[config.mk]
export PLATFORM = sky130hd
export DESIGN_NAME = sample_err_detect
export DESIGN_NICKNAME = d
export VERILOG_FILES = /design/src/rtl/sed_pkg.sv /design/src/rtl/sed_pattern_cmp.sv /design/src/rtl/sed_pass_track.sv /design/src/rtl/sed_irq.sv /design/src/rtl/sample_err_detect.sv
export SDC_FILE = /design/constraint.sdc
export NUM_CORES = 1
export LEC_CHECK = 0
export ABC_AREA = 1
export BUFFER_PORTS_ARGS = -buffer_cell sky130_fd_sc_hd__buf_2
export CAP_MARGIN = 20
export CORE_UTILIZATION = 63
export DETAILED_ROUTE_END_ITERATION = 6
export PLACE_DENSITY = 0.86
export SYNTH_ARGS = -nofsm -noshare
export SYNTH_HDL_FRONTEND = slang
export SYNTH_SLANG_ARGS = --single-unit
[constraint.sdc]
create_clock -name clk -period 2.6 [get_ports clk]
set_clock_uncertainty 0.05 [all_clocks]
set_input_delay 0 -clock clk [delete_from_list [all_inputs] [get_ports clk]]
set_output_delay 0 -clock clk [all_outputs]
set_load 0.01 [all_outputs]
[src/rtl/sed_pkg.sv]
package sed_pkg;
  localparam int ADDR_W = 4;

  localparam logic [ADDR_W-1:0] A_PAT_I_EVEN = 4'd0;
  localparam logic [ADDR_W-1:0] A_PAT_Q_EVEN = 4'd1;
  localparam logic [ADDR_W-1:0] A_PAT_I_ODD  = 4'd2;
  localparam logic [ADDR_W-1:0] A_PAT_Q_ODD  = 4'd3;
  localparam logic [ADDR_W-1:0] A_CTRL       = 4'd4;
  localparam logic [ADDR_W-1:0] A_ERR_I      = 4'd5;
  localparam logic [ADDR_W-1:0] A_ERR_Q      = 4'd6;
  localparam logic [ADDR_W-1:0] A_FLAGS      = 4'd7;
  localparam logic [ADDR_W-1:0] A_IRQ_EN     = 4'd8;

  localparam int NUM_EVT  = 3;
  localparam int EV_PASS  = 0;
  localparam int EV_AFAIL = 1;
  localparam int EV_SFAIL = 2;

  localparam int NUM_LANE = 2;
  localparam int LANE_I   = 0;
  localparam int LANE_Q   = 1;
endpackage

[src/rtl/sed_pattern_cmp.sv]
module sed_pattern_cmp
  import sed_pkg::*;
#(
  parameter int DATA_W = 16
) (
  input  logic                           odd,
  input  logic [NUM_LANE-1:0][DATA_W-1:0] smp,
  input  logic [NUM_LANE-1:0][DATA_W-1:0] pat_even,
  input  logic [NUM_LANE-1:0][DATA_W-1:0] pat_odd,
  output logic [NUM_LANE-1:0][DATA_W-1:0] diff
);
  for (genvar ln = 0; ln < NUM_LANE; ln++) begin : g_lane
    logic [DATA_W-1:0] ref_w;
    assign ref_w    = odd ? pat_odd[ln] : pat_even[ln];
    assign diff[ln] = smp[ln] ^ ref_w;
  end
endmodule

[src/rtl/sed_pass_track.sv]
module sed_pass_track #(
  parameter int PASS_RUN = 16
) (
  input  logic clk,
  input  logic rst_n,
  input  logic restart,
  input  logic active,
  input  logic match,
  input  logic clean,
  output logic pass_hit
);
  localparam int RUN_W = $clog2(PASS_RUN + 1);
  localparam logic [RUN_W-1:0] RUN_MAX = RUN_W'(PASS_RUN);

  logic [RUN_W-1:0] run_q, run_d;
  logic             run_en;

  always_comb begin
    run_en = restart || active;
    run_d  = run_q;
    if (restart)           run_d = '0;
    else if (!match)       run_d = '0;
    else if (run_q != RUN_MAX) run_d = run_q + 1'b1;
  end

  assign pass_hit = active && !restart && match && clean && (run_d == RUN_MAX);

  always_ff @(posedge clk or negedge rst_n) begin
    if (!rst_n)      run_q <= '0;
    else if (run_en) run_q <= run_d;
  end

  // the run count never passes its saturation value
  a_r6_run_bound: assert property (@(posedge clk) disable iff (!rst_n)
    run_q <= RUN_MAX);
endmodule

[src/rtl/sed_irq.sv]
module sed_irq
  import sed_pkg::*;
(
  input  logic [NUM_EVT-1:0] flags,
  input  logic [NUM_EVT-1:0] enables,
  output logic               irq_n
);
  assign irq_n = ~|(flags & enables);
endmodule

[src/rtl/sample_err_detect.sv]
module sample_err_detect
  import sed_pkg::*;
#(
  parameter int DATA_W   = 16,
  parameter int PASS_RUN = 16
) (
  input  logic              clk,
  input  logic              rst_n,
  input  logic              smp_valid,
  input  logic              smp_odd,
  input  logic [DATA_W-1:0] smp_i,
  input  logic [DATA_W-1:0] smp_q,
  input  logic              cfg_wr,
  input  logic [ADDR_W-1:0] cfg_addr,
  input  logic [DATA_W-1:0] cfg_wdata,
  input  logic [ADDR_W-1:0] cfg_raddr,
  output logic [DATA_W-1:0] cfg_rdata,
  output logic              irq_n
);
  logic [NUM_LANE-1:0][DATA_W-1:0] pat_even_q, pat_odd_q, smp_w, diff_w;
  logic [DATA_W-1:0]  err_i_q, err_i_d, err_q_q, err_q_d;
  logic [NUM_EVT-1:0] flags_q, flags_d, ien_q, evt_set;
  logic               cont_q, cont_d, arm_q, arm_d;
  logic               cmp_hit, mism, pass_hit, clean;
  logic               wr_ctrl, wr_erri, wr_errq, wr_flags, wr_ien;
  logic [3:0]         wr_pat;

  assign smp_w = {smp_q, smp_i};

  sed_pattern_cmp #(.DATA_W(DATA_W)) u_cmp (
    .odd(smp_odd), .smp(smp_w), .pat_even(pat_even_q), .pat_odd(pat_odd_q), .diff(diff_w)
  );

  assign mism    = (|diff_w[LANE_I]) || (|diff_w[LANE_Q]);
  assign cmp_hit = smp_valid && (cont_q || arm_q);
  assign clean   = (err_i_q == '0) && (err_q_q == '0);

  sed_pass_track #(.PASS_RUN(PASS_RUN)) u_pass (
    .clk(clk), .rst_n(rst_n), .restart(!cont_q), .active(cont_q && smp_valid),
    .match(!mism), .clean(clean), .pass_hit(pass_hit)
  );

  // write decode
  always_comb begin
    wr_pat[0] = cfg_wr && (cfg_addr == A_PAT_I_EVEN);
    wr_pat[1] = cfg_wr && (cfg_addr == A_PAT_Q_EVEN);
    wr_pat[2] = cfg_wr && (cfg_addr == A_PAT_I_ODD);
    wr_pat[3] = cfg_wr && (cfg_addr == A_PAT_Q_ODD);
    wr_ctrl   = cfg_wr && (cfg_addr == A_CTRL);
    wr_erri   = cfg_wr && (cfg_addr == A_ERR_I);
    wr_errq   = cfg_wr && (cfg_addr == A_ERR_Q);
    wr_flags  = cfg_wr && (cfg_addr == A_FLAGS);
    wr_ien    = cfg_wr && (cfg_addr == A_IRQ_EN);
  end

  // next state
  always_comb begin
    evt_set           = '0;
    evt_set[EV_PASS]  = pass_hit;
    evt_set[EV_AFAIL] = cont_q && smp_valid && mism;
    evt_set[EV_SFAIL] = arm_q && smp_valid && mism;

    err_i_d = (err_i_q & ~(wr_erri ? cfg_wdata : '0)) | (cmp_hit ? diff_w[LANE_I] : '0);
    err_q_d = (err_q_q & ~(wr_errq ? cfg_wdata : '0)) | (cmp_hit ? diff_w[LANE_Q] : '0);
    flags_d = (flags_q & ~(wr_flags ? cfg_wdata[NUM_EVT-1:0] : '0)) | evt_set;

    cont_d = wr_ctrl ? cfg_wdata[0] : cont_q;
    if (wr_ctrl)                 arm_d = cfg_wdata[1];
    else if (arm_q && smp_valid) arm_d = 1'b0;
    else                         arm_d = arm_q;
  end

  // registers
  always_ff @(posedge clk or negedge rst_n) begin
    if (!rst_n) begin
      pat_even_q <= '0;
      pat_odd_q  <= '0;
    end else begin
      if (wr_pat[0]) pat_even_q[LANE_I] <= cfg_wdata;
      if (wr_pat[1]) pat_even_q[LANE_Q] <= cfg_wdata;
      if (wr_pat[2]) pat_odd_q[LANE_I]  <= cfg_wdata;
      if (wr_pat[3]) pat_odd_q[LANE_Q]  <= cfg_wdata;
    end
  end

  always_ff @(posedge clk or negedge rst_n) begin
    if (!rst_n) begin
      err_i_q <= '0;
      err_q_q <= '0;
      flags_q <= '0;
      ien_q   <= '0;
      cont_q  <= 1'b0;
      arm_q   <= 1'b0;
    end else begin
      err_i_q <= err_i_d;
      err_q_q <= err_q_d;
      flags_q <= flags_d;
      cont_q  <= cont_d;
      arm_q   <= arm_d;
      if (wr_ien) ien_q <= cfg_wdata[NUM_EVT-1:0];
    end
  end

  sed_irq u_irq (.flags(flags_q), .enables(ien_q), .irq_n(irq_n));

  // read mux
  always_comb begin
    cfg_rdata = '0;
    case (cfg_raddr)
      A_PAT_I_EVEN: cfg_rdata = pat_even_q[LANE_I];
      A_PAT_Q_EVEN: cfg_rdata = pat_even_q[LANE_Q];
      A_PAT_I_ODD:  cfg_rdata = pat_odd_q[LANE_I];
      A_PAT_Q_ODD:  cfg_rdata = pat_odd_q[LANE_Q];
      A_CTRL:       cfg_rdata = DATA_W'({arm_q, cont_q});
      A_ERR_I:      cfg_rdata = err_i_q;
      A_ERR_Q:      cfg_rdata = err_q_q;
      A_FLAGS:      cfg_rdata = DATA_W'(flags_q);
      A_IRQ_EN:     cfg_rdata = DATA_W'(ien_q);
      default:      cfg_rdata = '0;
    endcase
  end

  // without a write to it, no error bit can drop
  a_r3_err_i_sticky: assert property (@(posedge clk) disable iff (!rst_n)
    !wr_erri |=> ((err_i_q & $past(err_i_q)) == $past(err_i_q)));
  a_r3_err_q_sticky: assert property (@(posedge clk) disable iff (!rst_n)
    !wr_errq |=> ((err_q_q & $past(err_q_q)) == $past(err_q_q)));
  // idle cycles leave errors, flags and arm untouched
  a_r8_idle_quiet: assert property (@(posedge clk) disable iff (!rst_n)
    (!smp_valid && !cfg_wr) |=> ($stable(err_i_q) && $stable(err_q_q) && $stable(flags_q) && $stable(arm_q)));
  // an armed compare is consumed by one valid pair
  a_r7_arm_once: assert property (@(posedge clk) disable iff (!rst_n)
    (arm_q && smp_valid && !cfg_wr) |=> !arm_q);
  // pass only rises while both error registers are clean
  a_r6_pass_clean: assert property (@(posedge clk) disable iff (!rst_n)
    $rose(flags_q[EV_PASS]) |-> (err_i_q == '0 && err_q_q == '0));
  // an enabled, set flag holds the interrupt low
  a_r9_irq_low: assert property (@(posedge clk) disable iff (!rst_n)
    (|(flags_q & ien_q)) |-> !irq_n);
endmodule

After elaboration in Yosys (flattened, before gate mapping)
Cells that the tools add are included.

storage, ports and cells
  input bits = 61
  output and inout port bits = 17
  logic and storage cells = 88
  memory bits (writable) = 0
  bits in registers = 109
  memories kept = 0
  bits in latches = 0
  memory bits (read-only) = 0

operators by class
  bitwise logic cells = 12
  add/subtract/negate cells = 1
  reduce and logical (&&, ||, !) cells = 33
  muxes and demuxes = 13
  equality and inequality tests = 18
  multipliers = 0
  shift-type cells = 0
  div/mod/pow operators = 0
  magnitude comparators = 0

operator list
  kind                 number
  $pmux 16 s9          1
  $mux 16              6
  $and 16x16->16       2
  $eq 4x3->1 const B   8
  $logic_not 16->1     2
  $not 16->16          2
  $or 16x16->16        2
  $reduce_or 16->1     2
  $xor 16x16->16       2
  $logic_and 1x1->1    19
  $eq 4x2->1 const B   4
  $mux 5               3
  $eq 4x1->1 const B   2
  $eq 4x4->1 const B   2
  $logic_not 4->1      2
  $and 3x3->3          2
  $add 5x1->5 const B  1
  $eq 5x5->1 const B   1
  $ne 5x5->1 const B   1
  $logic_not 1->1      3
  $logic_or 1x1->1     3
  $mux 3               1
  $not 3->3            1
  $or 3x3->3           1
  other kinds (3)      4

Longest topological paths before layout
  depth in word-level cells = 9
  gate-level depth with buffers = 17
  depth with buffers taken out = 15

By module
A second synthesis with hierarchy kept.

unflattened totals
  cells, all modules = 1068
  area, all modules = 6911.6 um2

modules (own cells, without submodules)
  module             instances  seq. area each (um2)  cells an instance  area each (um2)
  sample_err_detect  1          2602.5                669                5096.1
  sed_pattern_cmp    1          0.0                   334                1405.1
  sed_pass_track     1          125.1                 59                 385.4
  sed_irq            1          0.0                   6                  25.0

Least setup slack after synthesis
OpenSTA, ideal clock, no wires.

  kind = register -> register
  start point = reg pat_odd_q[31] (netlist name)
  end point = reg flags_q[0]
  data required time = 2430 ps
  cell stages (with the launch flop) = 13
  data arrival time = 1247 ps
  setup time = 120 ps
  path buffers = 0
  setup slack = 1183 ps
  clock period less this slack = 1417 ps
  cells stage by stage = dfrtp_1 -> nand2_1 -> nand3_1 -> nand2_1 -> nand2_1 -> nor2_1 -> nand2_1 -> nor2_2 -> nand2_2 -> nor2_1 -> nor2_1 -> nand2_1 -> nand2_1

between the ends
  cells in the longest elaborated chain, start to end = 9
  elaborated cells on any way between the ends = 12
  those cells by class = eq/ne (1); mux (3); bitwise (2); reduce/logical (6)

ends and longest elaborated chain
  element                                          RTL line                                       text
  from (decl)                                      sample_err_detect.sv:20                        logic [NUM_LANE-1:0][DATA_W-1:0] pat_even_q, pat_odd_q, smp_w, diff_w;
  from (signal, indexed assignment)                sample_err_detect.sv:81                        if (wr_pat[2]) pat_odd_q[LANE_I] <= cfg_wdata;
  from (signal, indexed assignment)                sample_err_detect.sv:82                        if (wr_pat[3]) pat_odd_q[LANE_Q] <= cfg_wdata;
  $mux 16 (*)                                      sed_pattern_cmp.sv:14                          assign ref_w = odd ? pat_odd[ln] : pat_even[ln];
  $xor 16x16->16 (*)                               sed_pattern_cmp.sv:15                          assign diff[ln] = smp[ln] ^ ref_w;
  $reduce_or 16->1 (*)                             sample_err_detect.sv:34                        assign mism = (|diff_w[LANE_I]) || (|diff_w[LANE_Q]);
  $logic_or 1x1->1 (*)                             sample_err_detect.sv:34
  $mux 5 or $logic_not 1->1 (tied branches)        sed_pass_track.sv:22, sample_err_detect.sv:40
  $mux 5 or $logic_and 1x1->1 (tied branches)      sed_pass_track.sv:21, sed_pass_track.sv:26
  $eq 5x5->1 or $logic_and 1x1->1 (tied branches)  sed_pass_track.sv:26                           assign pass_hit = active && !restart && match && clean && (run_d == RUN_MAX);
  $logic_and 1x1->1 (*)                            sed_pass_track.sv:26
  $or 3x3->3 (*)                                   sample_err_detect.sv:65                        flags_d = (flags_q & ~(wr_flags ? cfg_wdata[NUM_EVT-1:0] : '0)) | evt_set;
  named net flags_d[0]                             sample_err_detect.sv:22                        logic [NUM_EVT-1:0] flags_q, flags_d, ien_q, evt_set;
  to (signal assigned)                             sample_err_detect.sv:97                        flags_q <= flags_d;
  to (decl)                                        sample_err_detect.sv:22

The timed path passes the listed nets; every way through them passes the cells marked *.
A chain may end at the register's enable or synchronous reset.

Final worst setup path
  start point = in cfg_addr[3]
  end point = reg err_q_q[4]

between the ends
  cells in the longest elaborated chain, start to end = 6

ends and longest elaborated chain
  element               RTL line                 text
  from (decl)           sample_err_detect.sv:14  input logic [ADDR_W-1:0] cfg_addr,
  $eq 4x3->1            sample_err_detect.sv:51  wr_errq = cfg_wr && (cfg_addr == A_ERR_Q);
  $logic_and 1x1->1     sample_err_detect.sv:51
  $mux 16               sample_err_detect.sv:64  err_q_d = (err_q_q & ~(wr_errq ? cfg_wdata : '0)) | (cmp_hit ? diff_w[LANE_Q] : '0);
  $not 16->16           sample_err_detect.sv:64
  $and 16x16->16        sample_err_detect.sv:64
  $or 16x16->16         sample_err_detect.sv:64
  named net err_q_d[4]  sample_err_detect.sv:21  logic [DATA_W-1:0] err_i_q, err_i_d, err_q_q, err_q_d;
  to (signal assigned)  sample_err_detect.sv:96  err_q_q <= err_q_d;
  to (decl)             sample_err_detect.sv:21

The timed path passes the listed nets, and every way through them passes these cells.

==> impl_metrics.json <==
{
  "status": "completed",
  "r2r_start": "cont_q",
  "synthAdderAreaFrac": 0.00417,
  "finalSetupViolations": 0,
  "worstSetupPathType": "input port to flip-flop",
  "stdcell_area_um2": 7380,
  "max_freq_ghz": 0.395,
  "hpwl_um": 11700,
  "gp_routability_congestion": 0.895,
  "drv_cap": 0,
  "slew_viol_final": 0,
  "ant_nets": 0,
  "clockBufferDepth": 2,
  "cts_tree": "done",
  "syn-cell-area_um2": 6000,
  "synth_cell_types": 32,
  "dieHeight_um": 99.6,
  "cts_buffers": 9,
  "vias": 6551,
  "synthMuxAreaShare": 0,
  "path_cells": "dlygate4sd3_1 -> buf_2 -> nor3b_1 -> nand2_1 -> o21ai_0 -> o21ai_0 -> dlygate4sd3_1",
  "grt_use_total": 0.393,
  "reg2reg_to": "err_i_q[11]",
  "synth_xor_area_frac": 0.00146,
  "die_area_um2": 9920,
  "cts-root-buf": "clkbuf_8",
  "crit_path_top_delay_cell": "dlygate4sd3_1",
  "rsz0062_at_grt": "yes",
  "dp_cells": 1013,
  "endpoint": "err_q_q[4]",
  "rows": 35,
  "start_util": 0.650,
  "critPathCaptureType": "flip-flop",
  "synth_compound_area_frac": 0.173,
  "yosys_warnings": 0,
  "drive_gt1_frac": 0.117,
  "final_nets": 1024,
  "fp.dieW_um": 99.6,
  "min_period_ps": 2530,
  "rrSetupSlack_ps": 340,
  "cts.clk_slew.worst_paths_ps": 110,
  "p_leak_nw": 3.66,
  "worstPathMaxFanout": 16,
  "period_share": 0.975,
  "fp.coreArea_um2": 9240,
  "r2r_cells": 6,
  "ios": 78,
  "syn2layout_area_growth_pct": 23.0,
  "post-route-drc-count": 0,
  "startpoint": "cfg_addr[3]",
  "place_area_um2": 6520,
  "powerDensity_nw_per_um2": 632,
  "slowest_delay_ps": 590,
  "port_buffers": 77,
  "insertion_delay_ps": 380,
  "cp.arrival_ps": 2750,
  "hold_path_class": "input port to flip-flop",
  "fill_cells": 639,
  "cts_sinks": 109,
  "ir_worst_vdd_uv": 537,
  "start_kind": "input port",
  "viasPerCell": 5.98,
  "grt_pass1_wl_um": 29800,
  "antenna_found_initial": 0,
  "wl_per_cell_um": 17.1,
  "ys_seq_area_frac": 0.454,
  "tightest_slew_ps": 732,
  "ys_ff_latch": 109,
  "syn_inst": 821,
  "syn_nets": 884,
  "first_pass_iters": 6,
  "ctsHtreeMaxLevel": 3,
  "grt_max_degree": 52,
  "synth.avg_cell_area_um2": 7.31,
  "wl_um": 18700,
  "synth-simple-area-share": 0.297,
  "maxSlewHeadroom": 0.511,
  "grt_overflow": 0,
  "post_cts_buffers": 0,
  "required_ps": 2820,
  "synth_top_family_by_area": "simple AND/OR/NAND/NOR gates",
  "antenna_cells": 0,
  "drtIter0Drc": 723,
  "grt_pass1_vias": 6237,
  "final_cells": 1095,
  "final_hold_viol_count": 0
}
## critical path: cells and delay by family
kind | cells | cell delay [ps]
AND/OR/NAND/NOR | 2 | 940
buffers and inverters | 3 | 1270
AO/OA/AOI/OAI | 2 | 540
## cell families after synthesis
| kind of cell | after synthesis |
|---|---|
| buffers and inverters | 100 |
| flip-flops | 109 |
| AND/OR/NAND/NOR | 421 |
| XOR/XNOR | 1 |
| adder cells (fa/ha/maj) | 2 |
| AO/OA/AOI/OAI | 188 |
## flip-flops by register name, indices dropped and copies added, names as in the netlist
| name | cells |
|---|---|
| u_pass.run_q | 5 |
| err_q_q | 16 |
| cont_q | 1 |
| err_i_q | 16 |
| pat_odd_q | 32 |
| pat_even_q | 32 |
| ien_q | 3 |
| flags_q | 3 |
| arm_q | 1 |
## routing by layer
metal,up-vias,routed length [um],track usage,part of all wire
met3,78,2030,0.0689,0.11
met2,430,8800,0.645,0.47
met5,-,0,0,0
li1,2999,-,-,-
met1,3044,7220,0.508,0.39
met4,0,678,0.188,0.036
## cell usage after synthesis
master | n | area (um2)
inv_2 | 1 | 3.75
a22o_1 | 1 | 8.76
a21oi_1 | 10 | 50.1
inv_1 | 67 | 251
nor3_1 | 2 | 10.0
dfrtp_1 | 109 | 2730
a221oi_1 | 14 | 123
nor3b_1 | 1 | 7.51
o21ai_0 | 145 | 726
a311oi_1 | 1 | 8.76
buf_6 | 4 | 45.0
o31ai_1 | 2 | 15.0
nor2_2 | 2 | 12.5
clkbuf_1 | 21 | 78.8
clkinv_1 | 1 | 3.75
o21a_1 | 1 | 7.51
o2111ai_1 | 2 | 17.5
inv_4 | 1 | 6.26
nand2_1 | 300 | 1130
ha_1 | 2 | 25.0
nand3_1 | 44 | 220
nand2_2 | 1 | 6.26
nand4_1 | 7 | 43.8
o211ai_1 | 1 | 7.51
a32o_1 | 1 | 10.0
buf_2 | 2 | 10.0
nor4_1 | 3 | 18.8
nor2_1 | 32 | 120
o22ai_1 | 10 | 62.6
nand3b_1 | 29 | 218
buf_4 | 3 | 22.5
xor2_1 | 1 | 8.76
## what timing repair did
item / in CTS / in global routing
hold buffers: 66 / 0
endpoints found under the setup margin: 0 / 2
resized for setup: 0 / 0
endpoints found under the hold margin: 150 / 0
## cell type report
type / count / area, um2 / area share
clock inverters: 6 / 76.3 / 0.0103
repair buffers: 159 / 1170 / 0.158
flip-flops and latches: 109 / 2730 / 0.370
clock buffers: 10 / 128 / 0.0173
multi-input cells: 612 / 2850 / 0.387
inverters: 70 / 265 / 0.0359
well taps: 129 / 161 / 0.0219
## layout by cell type, fill, tap and decap left out, drive strengths merged, types with 14 or more instances in the layout
cell type    netlist  routed
nand3             44      44
inv               69      72
dlygate4sd3        0      66
nor2              34      34
o21ai            145     145
dfrtp            109     109
buf                9      93
a221oi            14      14
nand3b            29      29
nand2            301     301
## report_power, final
part / internal, mW / switching [mW]
clock: 0.464 / 0.619
combinational: 0.524 / 0.698
sequential: 2.06 / 0.298
total: 3.05 / 1.62
## worst min path at each step
stage / from / end / slack, ps / depth (start not counted)
final: cfg_addr[2] / ien_q[2] / 10 / 4
after global routing: cfg_addr[1] / cont_q / 60 / 4
after CTS: cfg_addr[1] / cont_q / 0.4 / 4
after detailed placement: rst_n / err_q_q[2] / 20 / 1
after global placement: rst_n / pat_odd_q[1] / 20 / 1
after floorplan: rst_n / arm_q / -350 / 0
## per-stage QoR
stage               total power, mW  setup slack, ps  hold WS (ps)  utilization  setup TNS (ps)
floorplan                      3.01             1180          -346            -               0
global placement               3.33              797          22.7        0.705               0
global route                   4.92            -6.27          57.9        0.799           -12.4
finish                         4.67             65.4          10.1        0.799               0
CTS                            4.61              286         0.380        0.799               0
detailed placement             3.39              715          24.5        0.705               0
(Power assumes the default switching activity.)
